### config.mk
export PLATFORM = sky130hd
export DESIGN_NAME = xcard_autocfg
export DESIGN_NICKNAME = d
export VERILOG_FILES = /design/src/rtl/xcard_pkg.sv /design/src/rtl/xcard_id_rom.sv /design/src/rtl/xcard_cfg_fsm.sv /design/src/rtl/xcard_autocfg.sv
export SDC_FILE = /design/constraint.sdc
export NUM_CORES = 1
export LEC_CHECK = 0
export ABC_AREA = 1
export CAP_MARGIN = 20
export CORE_MARGIN = 4
export CORE_UTILIZATION = 47
export DETAILED_ROUTE_END_ITERATION = 16
export PLACE_DENSITY = 0.85
export SETUP_SLACK_MARGIN = 0.2
export SLEW_MARGIN = 20
export SYNTH_ARGS = -nofsm -noshare
export SYNTH_HDL_FRONTEND = slang
export SYNTH_HIERARCHICAL = 1
export SYNTH_SLANG_ARGS = --single-unit
### constraint.sdc
create_clock -name clk -period 4.2 [get_ports clk]
set_clock_uncertainty 0.15 [all_clocks]
set_input_delay 0.42 -clock clk [delete_from_list [all_inputs] [get_ports clk]]
set_output_delay 0.42 -clock clk [all_outputs]
set_load 0.01 [all_outputs]
### src/rtl/xcard_pkg.sv
package xcard_pkg;
  localparam int SLOT_W = 8;
  localparam logic [7:0] OFS_SLOT_HI = 8'h48;
  localparam logic [7:0] OFS_SLOT_LO = 8'h4A;
  localparam logic [7:0] OFS_SILENCE = 8'h4C;
  typedef enum logic [1:0] {ST_UNCFG, ST_PLACED, ST_SILENT} xcard_state_e;
endpackage

### src/rtl/xcard_id_rom.sv
module xcard_id_rom #(
  parameter logic [15:0] VENDOR    = 16'h1212,
  parameter logic [7:0]  PRODUCT   = 8'd0,
  parameter logic [31:0] SERIAL    = 32'd0,
  parameter logic [15:0] ROM_VEC   = 16'h1000,
  parameter logic [2:0]  SIZE_CODE = 3'b001,
  parameter int          ID_BYTES  = 32,
  localparam int         IDX_W     = $clog2(ID_BYTES)
) (
  input  logic [IDX_W-1:0] idx,
  input  logic             lo_half,
  output logic [3:0]       nib
);
  localparam logic [7:0] TYPE_B = {2'b11, 1'b0, 1'b1, 1'b0, SIZE_CODE};
  localparam logic [7:0] FLAG_B = 8'h00;

  logic [7:0] raw;
  logic [7:0] shown;

  always_comb begin
    case (idx)
      IDX_W'(0):  raw = TYPE_B;
      IDX_W'(1):  raw = PRODUCT;
      IDX_W'(2):  raw = FLAG_B;
      IDX_W'(4):  raw = VENDOR[15:8];
      IDX_W'(5):  raw = VENDOR[7:0];
      IDX_W'(6):  raw = SERIAL[31:24];
      IDX_W'(7):  raw = SERIAL[23:16];
      IDX_W'(8):  raw = SERIAL[15:8];
      IDX_W'(9):  raw = SERIAL[7:0];
      IDX_W'(10): raw = ROM_VEC[15:8];
      IDX_W'(11): raw = ROM_VEC[7:0];
      default:    raw = 8'h00;
    endcase
    shown = (idx == '0) ? raw : ~raw;
    nib   = lo_half ? shown[3:0] : shown[7:4];
  end
endmodule

### src/rtl/xcard_cfg_fsm.sv
module xcard_cfg_fsm
  import xcard_pkg::*;
(
  input  logic              clk,
  input  logic              rst,
  input  logic              wr_lo,
  input  logic              wr_hi,
  input  logic              wr_silence,
  input  logic [3:0]        wr_nib,
  output xcard_state_e      state,
  output logic [SLOT_W-1:0] slot
);
  logic [3:0] pend_lo;

  always_ff @(posedge clk) begin
    if (rst) begin
      state   <= ST_UNCFG;
      pend_lo <= 4'h0;
      slot    <= '0;
    end else if (state == ST_UNCFG) begin
      if (wr_silence) begin
        state <= ST_SILENT;
      end else if (wr_hi) begin
        state <= ST_PLACED;
        slot  <= {wr_nib, pend_lo};
      end else if (wr_lo) begin
        pend_lo <= wr_nib;
      end
    end
  end

  p_silent_sticky_r9: assert property (@(posedge clk) disable iff (rst)
    (state == ST_SILENT) |=> (state == ST_SILENT));

  p_lo_stays_r5: assert property (@(posedge clk) disable iff (rst)
    (wr_lo && !wr_hi && !wr_silence && state == ST_UNCFG) |=> (state == ST_UNCFG));

  p_commit_r6: assert property (@(posedge clk) disable iff (rst)
    (wr_hi && !wr_silence && state == ST_UNCFG) |=>
      (state == ST_PLACED && slot[SLOT_W-1 -: 4] == $past(wr_nib)));

  p_placed_stable_r7: assert property (@(posedge clk) disable iff (rst)
    (state == ST_PLACED) |=> (state == ST_PLACED && $stable(slot)));
endmodule

### src/rtl/xcard_autocfg.sv
module xcard_autocfg
  import xcard_pkg::*;
#(
  parameter int          ADDR_W    = 24,
  parameter logic [7:0]  CFG_SLOT  = 8'hE8,
  parameter logic [15:0] VENDOR    = 16'h1212,
  parameter logic [7:0]  PRODUCT   = 8'd0,
  parameter logic [31:0] SERIAL    = 32'd0,
  parameter logic [15:0] ROM_VEC   = 16'h1000,
  parameter logic [2:0]  SIZE_CODE = 3'b001,
  parameter int          ID_BYTES  = 32,
  localparam int         OFF_W     = ADDR_W - SLOT_W,
  localparam int         IDX_W     = $clog2(ID_BYTES),
  localparam int         ID_TOP    = IDX_W + 2
) (
  input  logic              clk,
  input  logic              rst,
  input  logic [ADDR_W-1:0] bus_addr,
  input  logic              bus_rd,
  input  logic              bus_wr,
  input  logic [7:0]        bus_wdata,
  output logic [7:0]        rdata,
  output logic              id_valid,
  output logic              slot_hit,
  output logic [OFF_W-1:0]  local_off,
  output logic              configured
);
  xcard_state_e      state;
  logic [SLOT_W-1:0] cur_slot;
  logic [SLOT_W-1:0] acc_slot;
  logic [OFF_W-1:0]  acc_off;
  logic              in_cfg, in_placed, hit, id_rd, low_off, cfg_wr;
  logic [3:0]        id_nib;

  assign acc_slot  = bus_addr[ADDR_W-1 -: SLOT_W];
  assign acc_off   = bus_addr[OFF_W-1:0];
  assign in_cfg    = (state == ST_UNCFG) && (acc_slot == CFG_SLOT);
  assign in_placed = (state == ST_PLACED) && (acc_slot == cur_slot);
  assign hit       = (bus_rd || bus_wr) && (in_cfg || in_placed);
  assign low_off   = (acc_off[OFF_W-1:8] == '0);
  assign id_rd     = bus_rd && !bus_wr && in_cfg &&
                     (acc_off[OFF_W-1:ID_TOP] == '0) && !acc_off[0];
  assign cfg_wr    = bus_wr && in_cfg && low_off;

  xcard_id_rom #(
    .VENDOR(VENDOR), .PRODUCT(PRODUCT), .SERIAL(SERIAL),
    .ROM_VEC(ROM_VEC), .SIZE_CODE(SIZE_CODE), .ID_BYTES(ID_BYTES)
  ) u_rom (
    .idx     (acc_off[ID_TOP-1:2]),
    .lo_half (acc_off[1]),
    .nib     (id_nib)
  );

  xcard_cfg_fsm u_fsm (
    .clk        (clk),
    .rst        (rst),
    .wr_lo      (cfg_wr && acc_off[7:0] == OFS_SLOT_LO),
    .wr_hi      (cfg_wr && acc_off[7:0] == OFS_SLOT_HI),
    .wr_silence (cfg_wr && acc_off[7:0] == OFS_SILENCE),
    .wr_nib     (bus_wdata[7:4]),
    .state      (state),
    .slot       (cur_slot)
  );

  always_ff @(posedge clk) begin
    if (rst) begin
      slot_hit  <= 1'b0;
      local_off <= '0;
      id_valid  <= 1'b0;
      rdata     <= 8'h00;
    end else begin
      slot_hit  <= hit;
      local_off <= hit ? acc_off : '0;
      id_valid  <= id_rd;
      rdata     <= id_rd ? {id_nib, 4'h0} : 8'h00;
    end
  end

  assign configured = (state == ST_PLACED);

  p_id_needs_hit_r2: assert property (@(posedge clk) disable iff (rst)
    id_valid |-> slot_hit);

  p_no_id_when_placed_r7: assert property (@(posedge clk) disable iff (rst)
    configured |-> !id_valid);

  p_silent_quiet_r9: assert property (@(posedge clk) disable iff (rst)
    (state == ST_SILENT && $past(state) == ST_SILENT) |-> (!slot_hit && !id_valid));

  p_off_zero_on_miss_r8: assert property (@(posedge clk) disable iff (rst)
    !slot_hit |-> (local_off == '0 && rdata == 8'h00));
endmodule

# == Word-level counts from Yosys, hierarchy flattened ==
# Memories as Yosys holds them, arrays and structs flattened.
# Cells that the tools add are included.
# word_totals
mem_bits_rw,0
output_inout_bits,27
latch_bits,0
n_memories,1
rom_bits,80
register_bits,40
inputBits,36
elab_cells,51
# classes
div_mod_pow,0
order_cmp,0
add_sub_neg,0
n_eq_ne,6
n_shift,0
n_bitwise,5
mul,0
n_reduce_logical,26
n_mux,5
# mem_list
name,depth,word_bits,rd,rd_ports_with_merged_regs,write_ports,line,text
(no name shown),16,5,1,0,0,xcard_id_rom.sv:21,case (idx)
# op_table
operator,count
== test 8 x 7 -> 1 bit (second input constant),3
two-way mux 8 bit,2
logical AND 1 bit,12
logical NOT 9 bit,1
== test 8 bit,1
== test 8 bit (second input constant),1
logical NOT 8 bit,1
NOT 8 bit,1
logical NOT 5 bit,1
two-way mux 2 bit,2
two-way mux 4 bit,1
NOT 1 bit,4
AND reduction 4 bit,1
OR reduction 2 bit,2
AND reduction 3 bit,1
== test 2 x 1 -> 1 bit (second input constant),1
logical NOT 1 bit,2
logical NOT 2 bit,1
logical OR 1 bit,2
AND reduction 2 bit,1
nonzero test 2 bit,1

# == Logic depth before layout (Yosys ltp) ==
# Gate-level depths: netlist of run 1.
# logic_depth
depth_word,7
mapped_depth,12
ltp_nobuf,11

# == Cells and area by module ==
# Netlist of run 1, hierarchy kept.
# by_module_without_submodules
module,instances,cells_per_inst,seq_area_each_um2,area_each_um2
xcard_autocfg,1,142,440.4,1016.0
xcard_cfg_fsm,1,79,280.3,609.3
xcard_id_rom,1,20,0.0,87.6

# == Worst setup path after synthesis of run 1 ==
# Ideal clock, no wire load.
# synth_timing
path_kind,input to register
startpoint,input port bus_addr[13]
endpoint,register u_fsm.slot[0]
cell_stages,9
t_required_ps,3980
t_arrival_ps,1783
setup_time_ps,70
setup_slack_ps,2196
n_path_buf,0
path_cell_list,inv_1 > nand3_1 > nor3_1 > nand3_1 > nor3_1 > inv_2 > nand3_2 > nand2_1 > a21oi_1
# synth_via
elab_chain_cells,5
elab_cells_between_ends,6
cone_classes,bitwise (1); reduce/logical (5)
# synth_lines
item,line,text
"start, declared",xcard_autocfg.sv:18,"input logic [ADDR_W-1:0] bus_addr,"
logical NOT 8 bit (*),xcard_autocfg.sv:40,assign low_off = (acc_off[OFF_W-1:8] == '0);
logical AND 1 bit (*),xcard_autocfg.sv:43,assign cfg_wr = bus_wr && in_cfg && low_off;
logical AND 1 bit,xcard_autocfg.sv:59,".wr_silence (cfg_wr && acc_off[7:0] == OFS_SILENCE),"
NOT 1 bit (no source line),-,
AND reduction 3 bit (no source line) (*),-,
"end signal, assigned",xcard_cfg_fsm.sv:25,"slot <= {wr_nib, pend_lo};"
"end, declared",xcard_cfg_fsm.sv:11,output logic [SLOT_W-1:0] slot
# Mark *: on every way between the ends. The rest lies on a longest branch, timed or not.
# A chain may end at the register's enable or synchronous reset.

# == Worst setup path after layout of run 1 ==
# layout_timing
startpoint,input port bus_addr[12]
endpoint,register u_fsm.slot[3]
# Same word-level chain as after synthesis.

==> metrics.md, run 1 <==
| Metric | Value |
|---|---|
| Core area | `3420 µm²` |
| Fmax | `396 MHz` |
| Reg-to-reg critical path startpoint | `u_fsm/state[0]$_SDFFE_PP0P_` |
| Routability congestion estimate from global placement | `0.800` |
| Final wirelength | `3680 µm` |
| Overall die height | `68.4 µm` |
| Clk sinks | `36` |
| Num CTS Buffers | `5` |
| Tcrit/Tclk final | `60.1%` |
| Die area | `4670 µm²` |
| Worst-margin pin slew | `0.708 ns` |
| Largest net degree at the start of global routing | `18` |
| First-pass GRT wire length | `6020 µm` |
| Critical path class | `in2reg` |
| Vias per cell | `4.61` |
| Max Slew Vio Count | `0` |
| Post-route antenna net violation count | `0` |
| Number of synthesized flops with an enable pin | `0` |
| Layout net count | `332` |
| Final Critical Period | `2.52 ns` |
| Setup violations, final | `0` |
| 1st-iter DRT viols | `81` |
| Critical path peak fanout | `10` |
| Hold Fails Final Rpt | `0` |
| Avg Cell Area, Syn | `7.11 µm²` |
| Mapped Area | `1710 µm²` |
| Post-CTS Setup Bufs | `0` |
| Buf/Inv on CP | `1` |
| Slowest cell on crit path | `nor2_1` |
| Post-synth top flop | `dfxtp_1` |
| Critical path data required time | `4.26 ns` |
| Reg clk slew, reported paths | `0.10 ns` |
| Residual DRC count | `0` |
| Crit path launch | `bus_addr[12]` |
| Status | `finished clean` |
| Antenna violations before repair | `0` |
| # resized after CTS | `0` |
| Initial Util | `50.1%` |
| CP Capture Type | `register` |
| P per Cell Area | `278 nW/µm²` |
| Hpwl dp | `2960 µm` |
| Relative max-transition margin | `52.6%` |
| Mux cell area share after synthesis | `0%` |
| Die W | `68.4 µm` |
| Leakage power figure | `1.06 nW` |
| RSZ-0062 raised after global routing | `no` |
| Mapped Cells | `241` |
| Setup crit start kind | `primary input` |
| TritonCTS clock tree | `done` |
| Buffers on Ports | `54` |
| Synth Area in Adders | `0%` |
| Seq cells post-synth | `36` |
| GRT overflow | `0` |
| Synth warnings | `6` |
| Worst skew pair latency | `0.34 ns` |
| 1st-pass router iterations | `4` |
| CP Cell Sequence | `clkdlybuf4s50_1, nor2_1, nand3_1, nor3_1, nand4_1, nor2_1, nand3_2, nand2_1, a21oi_1` |
| Post-CTS Hold Buffers | `0` |
| Async S/R FF share, synth | `0%` |
| Largest delay contributor family on the critical path | `simple AND/OR/NAND/NOR gates` |
| Layout cells sized above 1 | `9.43%` |
| Vias in the first global route | `1491` |
| Gr usage total | `17.4%` |
| Synth Area in Simple Gates | `34.9%` |
| CTS Buffer Depth | `2` |
| Maximum vdd drop | `0.209 mV` |
| Register area share after synthesis | `42.1%` |
| Area Overhead vs Synth | `35.1%` |
| HP Class | `reg2reg` |
| IO Count | `63` |
| Vias | `1580` |
| Site Rows | `21` |
| Most used cell, CP | `nor2_1` |
| Final instance area | `2310 µm²` |
| WL/cell | `10.7 µm` |
| H-tree levels | `2` |
| Pre-CTS setup slack | `1.31 ns` |
| Final setup TNS | `0 ns` |
| Largest family of logic cells by synthesized area | `simple AND/OR/NAND/NOR gates` |
| Worst hold start | `u_fsm/slot[1]$_SDFFE_PP0P_` |
| Post-Synth XOR/XNOR Area | `1.02%` |
| Setup ws final | `1.68 ns` |
| Compound-gate portion of the synthesized area | `3.94%` |
| Post-DP Area | `2240 µm²` |
| Crit-path max cell delay | `0.57 ns` |
| Antenna diode count | `0` |
| Root buf cell | `clkbuf_4` |
| Max_cap viols | `0` |
| Critical path arrival | `2.58 ns` |
| Distinct cells, synth | `22` |
## worst min-delay path, cell delays in order, from the launching register on
cell     delay [ns]
dfxtp_1        0.32
nand2_1        0.06
a21oi_1        0.05
## synthesized netlist by cell type (2+ instances only)
library cell / count / area share [%]
a21oi_1: 11 / 3.2
buf_4: 5 / 2.2
buf_6: 2 / 1.3
dfxtp_1: 36 / 42
inv_1: 56 / 12
inv_2: 3 / 0.66
nand2_1: 40 / 8.8
nand3_1: 9 / 2.6
nand3_2: 3 / 1.8
nand4_1: 15 / 5.5
nor2_1: 32 / 7.0
nor2_2: 8 / 2.9
nor2_4: 5 / 3.3
nor3_1: 7 / 2.0
xnor2_1: 2 / 1.0
## registers in the layout, summed over array words and instances (netlist names)
signal and cells:
u_fsm/state 2, slot_hit 1, id_valid 1, rdata 4, u_fsm/pend_lo 4, u_fsm/slot 8
local_off 16
## power breakdown
group	total, mW	leakage, nW	internal (mW)	switching [mW]
Clock	0.238	0.0422	0.125	0.113
Sequential	0.341	0.290	0.341	0.0000374
Combinational	0.0647	0.727	0.0342	0.0304
## logic make-up (layout without fill, tap and decap cells)
kind of cell,Yosys count,in the layout
buffers and inverters,68,121
AND/OR/NAND/NOR,121,121
flip-flops,36,36
XOR/XNOR,2,2
AO/OA/AOI/OAI,13,13
other,1,4
## metrics by stage
| stage | instances | utilization [%] | hold slack [ns] | total power [mW] |
|---|---|---|---|---|
| 6_report | 343 | 67.8 | 0.317 | 0.644 |
| 5_1_grt | 343 | 67.8 | 0.351 | 0.673 |
| 4_1_cts | 343 | 67.8 | 0.321 | 0.651 |
| 3_5_place_dp | 335 | 65.5 | 0.304 | 0.414 |
| 3_3_place_gp | 335 | 65.5 | 0.302 | 0.412 |
| 2_1_floorplan | 244 | - | 0.291 | 0.377 |
## layer usage
metal  global-route usage, %  wire length, µm
met2                    30.6             1840
met1                    17.8             1440
met4                    6.45               71
met3                    8.54              334
met5                       0                0
## worst paths after layout
kind / endpoint / slack [ns] / depth (start not counted)
min reg2reg: u_fsm/slot[1]$_SDFFE_PP0P_ / 0.32 / 2
min: u_fsm/slot[1]$_SDFFE_PP0P_ / 0.32 / 2
max: u_fsm/slot[3]$_SDFFE_PP0P_ / 1.68 / 9
max reg2reg: u_fsm/slot[3]$_SDFFE_PP0P_ / 1.98 / 8
## cell usage in the layout, fill, tap and decap left out
| cell | netlist | layout |
|---|---|---|
| a21oi_1 | 11 | 11 |
| bufinv_16 | 0 | 1 |
| clkbuf_1 | 1 | 1 |
| clkbuf_4 | 0 | 5 |
| clkdlybuf4s50_1 | 0 | 54 |
| clkinv_2 | 0 | 1 |
| conb_1 | 1 | 4 |
| dfxtp_1 | 36 | 36 |
| inv_1 | 56 | 56 |
| inv_2 | 3 | 3 |
| nand2_1 | 40 | 40 |
| nand2_2 | 1 | 1 |
| nand2_4 | 1 | 1 |
| nand3_1 | 9 | 9 |
| nand3_2 | 3 | 3 |
| nand4_1 | 15 | 15 |
| nor2_1 | 32 | 32 |
| nor2_2 | 8 | 8 |
| nor2_4 | 5 | 5 |
| nor3_1 | 7 | 7 |
| o211ai_1 | 1 | 1 |
| o21ai_1 | 1 | 1 |
| xnor2_1 | 2 | 2 |
## final cells by class
type / count / area (µm²)
clock buffer: 6 / 41.3
clock inverter: 2 / 35.0
fill: 304 / 1100
inverter: 59 / 221
multi-input combinational: 140 / 698
sequential: 36 / 721
tap: 46 / 57.6
timing repair buffer: 54 / 541
Power figures use the tool's default switching activity.
==> inputs of run 2 (changes only) <==
--- a/config.mk
+++ b/config.mk
@@ -8,9 +8,9 @@
 export ABC_AREA = 1
 export CAP_MARGIN = 20
 export CORE_MARGIN = 4
-export CORE_UTILIZATION = 47
+export CORE_UTILIZATION = 40
 export DETAILED_ROUTE_END_ITERATION = 16
-export PLACE_DENSITY = 0.85
+export PLACE_DENSITY = 0.77
 export SETUP_SLACK_MARGIN = 0.2
 export SLEW_MARGIN = 20
 export SYNTH_ARGS = -nofsm -noshare
==> constraint.sdc (replaced) <==
create_clock -name clk -period 2.1 [get_ports clk]
set_clock_uncertainty 0.15 [all_clocks]
set_input_delay 0.21 -clock clk [delete_from_list [all_inputs] [get_ports clk]]
set_output_delay 0.21 -clock clk [all_outputs]
set_load 0.01 [all_outputs]
==> run 2 against run 1 <==
  * Sequential share of layout area decreased by 3.7 points
  * Cell count grew 9.3%
  * Cell area is 14% higher
  * Clock power increased to 2.5 times the previous value
  * First-iteration DRC count down 32%
  * Sequential power increased by 100%
  * Worst hold slack lost 0.29 ns
==> metrics.md, run 2 (synthesis results as in run 1) <==
| Metric | Value |
|---|---|
| Status | `finished clean` |
| Post-CTS Hold Buffers | `0 (unchanged)` |
| Hpwl dp | `3330 µm (+13%)` |
| Gate power share | `11.0% (+1.0 points)` |
| TritonCTS clock tree | `done` |
| Vias per cell | `4.50 (-2.4%)` |
| Final Critical Period | `1.79 ns` |
| Switching power | `321 µW (+120%)` |
| Fmax | `558 MHz` |
| Critical path arrival | `1.86 ns (-0.72 ns)` |
| Commonest non-fill, non-tap cell in the layout | `inv_1` |
| Site Rows | `23 (+9.5%)` |
| Largest delay contributor family on the critical path | `buffers and inverters` |
| Reg with most FFs | `local_off` |
| Tcrit/Tclk final | `85.4%` |
| Gr usage total | `16.0% (-1.4 points)` |
| Reg2Reg Setup Slack | `0.36 ns (-1.62 ns)` |
| DR WL met3 | `374 µm (+12%)` |
| Core area | `4060 µm² (+19%)` |
| Buf/Inv on CP | `3 (+2)` |
| IO Count | `63 (unchanged)` |
| Root buf cell | `clkbuf_8` |
| Largest regs | `local_off: 16 flops, u_fsm/slot: 8 flops` |
| First-pass GRT wire length | `6690 µm (+11%)` |
| RSZ-0062 raised after global routing | `no` |
| P per Cell Area | `548 nW/µm² (+97%)` |
| Antenna violations before repair | `0 (unchanged)` |
| Crit-path max cell delay | `0.45 ns (-0.12 ns)` |
| Vias | `1686 (+6.7%)` |
| Hold Fails Final Rpt | `0 (unchanged)` |
| Hold Worst Slack | `0.0257 ns (-0.291 ns)` |
| FF-to-FF End | `u_fsm/slot[5]$_SDFFE_PP0P_` |
| Initial Util | `42.2% (-7.9 points)` |
| Die W | `73.4 µm (+7.4%)` |
| GRT overflow | `0 (unchanged)` |
| 1st-iter DRT viols | `55 (-32%)` |
| Final core occ | `64.9% (-2.8 points)` |
| Max Slew Vio Count | `0 (unchanged)` |
| WL/cell | `11.4 µm (+5.9%)` |
| H-tree levels | `2 (unchanged)` |
| Layout cells sized above 1 | `21.5% (+12 points)` |
| Setup ws final | `0.306 ns (-1.37 ns)` |
| Clock Power Share | `41.7% (+4.8 points)` |
| Pre-CTS setup slack | `-0.204 ns (-1.51 ns)` |
| Buffers on Ports | `54 (unchanged)` |
| Antenna diode count | `0 (unchanged)` |
| CP Capture Type | `register` |
| Most frequent cells in the layout | `inv_1, clkdlybuf4s50_1, nand2_1, dfxtp_1, nor2_1` |
| Crit path depth | `10 (+1)` |
| Vias in the first global route | `1653 (+11%)` |
| Most used cell, CP | `nand4_1` |
| Reg clk slew, reported paths | `0.08 ns (-0.02 ns)` |
| Setup violations, final | `0 (unchanged)` |
| Critical path data required time | `2.17 ns (-2.09 ns)` |
| Clk sinks | `36 (unchanged)` |
| WL met2 | `2220 µm (+20%)` |
| Final wirelength | `4260 µm (+16%)` |
| Residual DRC count | `0 (unchanged)` |
| CTS Buffer Depth | `2 (unchanged)` |
| Switching share of total power | `22.3% (-0.031 points)` |
| M1 WL | `1620 µm (+13%)` |
| Die area | `5390 µm² (+15%)` |
| Overall die height | `73.4 µm (+7.4%)` |
| Worst skew pair latency | `0.29 ns (-0.05 ns)` |
| Post-DP Area | `2430 µm² (+8.6%)` |
| Maximum vdd drop | `0.394 mV (+88%)` |
| Max_cap viols | `0 (unchanged)` |
| FF-to-FF path depth | `9 (+1)` |
| Slowest cell on crit path | `clkdlybuf4s50_1` |
| Critical path class | `in2reg` |
| Critical path peak fanout | `6 (-4)` |
| CP Cell Sequence | `clkdlybuf4s50_1, nor2_2, nand3_2, nor2_4, nand4_1, nor2_1, buf_4, buf_6, nand4_1, a21oi_1` |
| Worst Setup EP | `u_fsm/slot[5]$_SDFFE_PP0P_` |
| Final instance area | `2640 µm² (+14%)` |
| Setup crit start kind | `primary input` |
| Reg-to-reg critical path startpoint | `u_fsm/state[1]$_SDFFE_PP0P_` |
| Sequential fraction of design power | `47.3% (-5.7 points)` |
| Routability congestion estimate from global placement | `0.819 (+2.3%)` |
| HP Class | `in2reg` |
| Top layer in use | `met4` |
| Crit path launch | `bus_addr[16]` |
| Max reg flops | `16 (unchanged)` |
| Num CTS Buffers | `5 (unchanged)` |
| 1st-pass router iterations | `4 (unchanged)` |
| Largest net degree at the start of global routing | `18 (unchanged)` |
| Area Overhead vs Synth | `53.8%` |
| Post-route antenna net violation count | `0 (unchanged)` |
| Layout net count | `360 (+8.4%)` |
| Leakage power figure | `1.27 nW (+20%)` |
| Pint | `1.12 mW (+120%)` |
## run 2: metrics by stage
| stage | power, mW | cells | TNS (ns) |
|---|---|---|---|
| after floorplan | 0.754 | 244 | 0 |
| after global placement | 0.850 | 364 | -0.470 |
| after detailed placement | 0.852 | 364 | -2.27 |
| after CTS | 1.45 | 372 | 0 |
| after global routing | 1.50 | 375 | 0 |
| final | 1.44 | 375 | 0 |
## run 2: power groups by stage
stage	Sequential, mW	Clock (mW)	Combinational, mW
final	0.682	0.602	0.158
after global routing	0.682	0.648	0.174
after CTS	0.682	0.613	0.156
after detailed placement	0.698	0	0.154
after global placement	0.698	0	0.151
after floorplan	0.698	0	0.0556
## run 2: how the worst min path moves through the flow
| stage | startpoint | slack [ns] | cells after the start | to |
|---|---|---|---|---|
| 2_1_floorplan | bus_addr[10] | 0.17 | 2 | local_off[10]$_SDFF_PP0_ |
| 3_3_place_gp | u_fsm/slot[1]$_SDFFE_PP0P_ | 0.31 | 2 | u_fsm/slot[1]$_SDFFE_PP0P_ |
| 3_5_place_dp | u_fsm/slot[6]$_SDFFE_PP0P_ | 0.32 | 2 | u_fsm/slot[6]$_SDFFE_PP0P_ |
| 4_1_cts | bus_addr[11] | 0.31 | 3 | local_off[11]$_SDFF_PP0_ |
| 5_1_grt | bus_addr[12] | 0.02 | 3 | local_off[12]$_SDFF_PP0_ |
| 6_report | bus_addr[11] | 0.03 | 3 | local_off[11]$_SDFF_PP0_ |
## run 2: worst register-to-register path: cells and delay by family (launching register included)
kind	cells	cell delay [ns]
AO/OA/AOI/OAI	1	0.17
buffers and inverters	2	0.29
flip-flops	1	0.36
AND/OR/NAND/NOR	6	0.70
## run 2: timing repair
action | 4_1_cts | 5_1_grt
endpoints found under the setup margin | 13 | 13
gates resized for setup | 2 | 21
pin swaps | 0 | 13
setup buffers | 0 | 3
## run 2: layout make-up
| type | instances | area (µm²) |
|---|---|---|
| clock inverter | 3 | 42.5 |
| timing repair buffer | 82 | 772 |
| multi-input combinational | 140 | 746 |
| inverter | 59 | 221 |
| tap | 50 | 62.6 |
| fill | 348 | 1420 |
| clock buffer | 5 | 68.8 |
| sequential | 36 | 722 |
## run 2: per-layer routing
layer | vias to the layer above | global-route usage (%)
li1 | 893 | -
met1 | 743 | 16.3
met2 | 43 | 28.9
met3 | 7 | 7.66
met4 | 0 | 4.63
met5 | - | 0
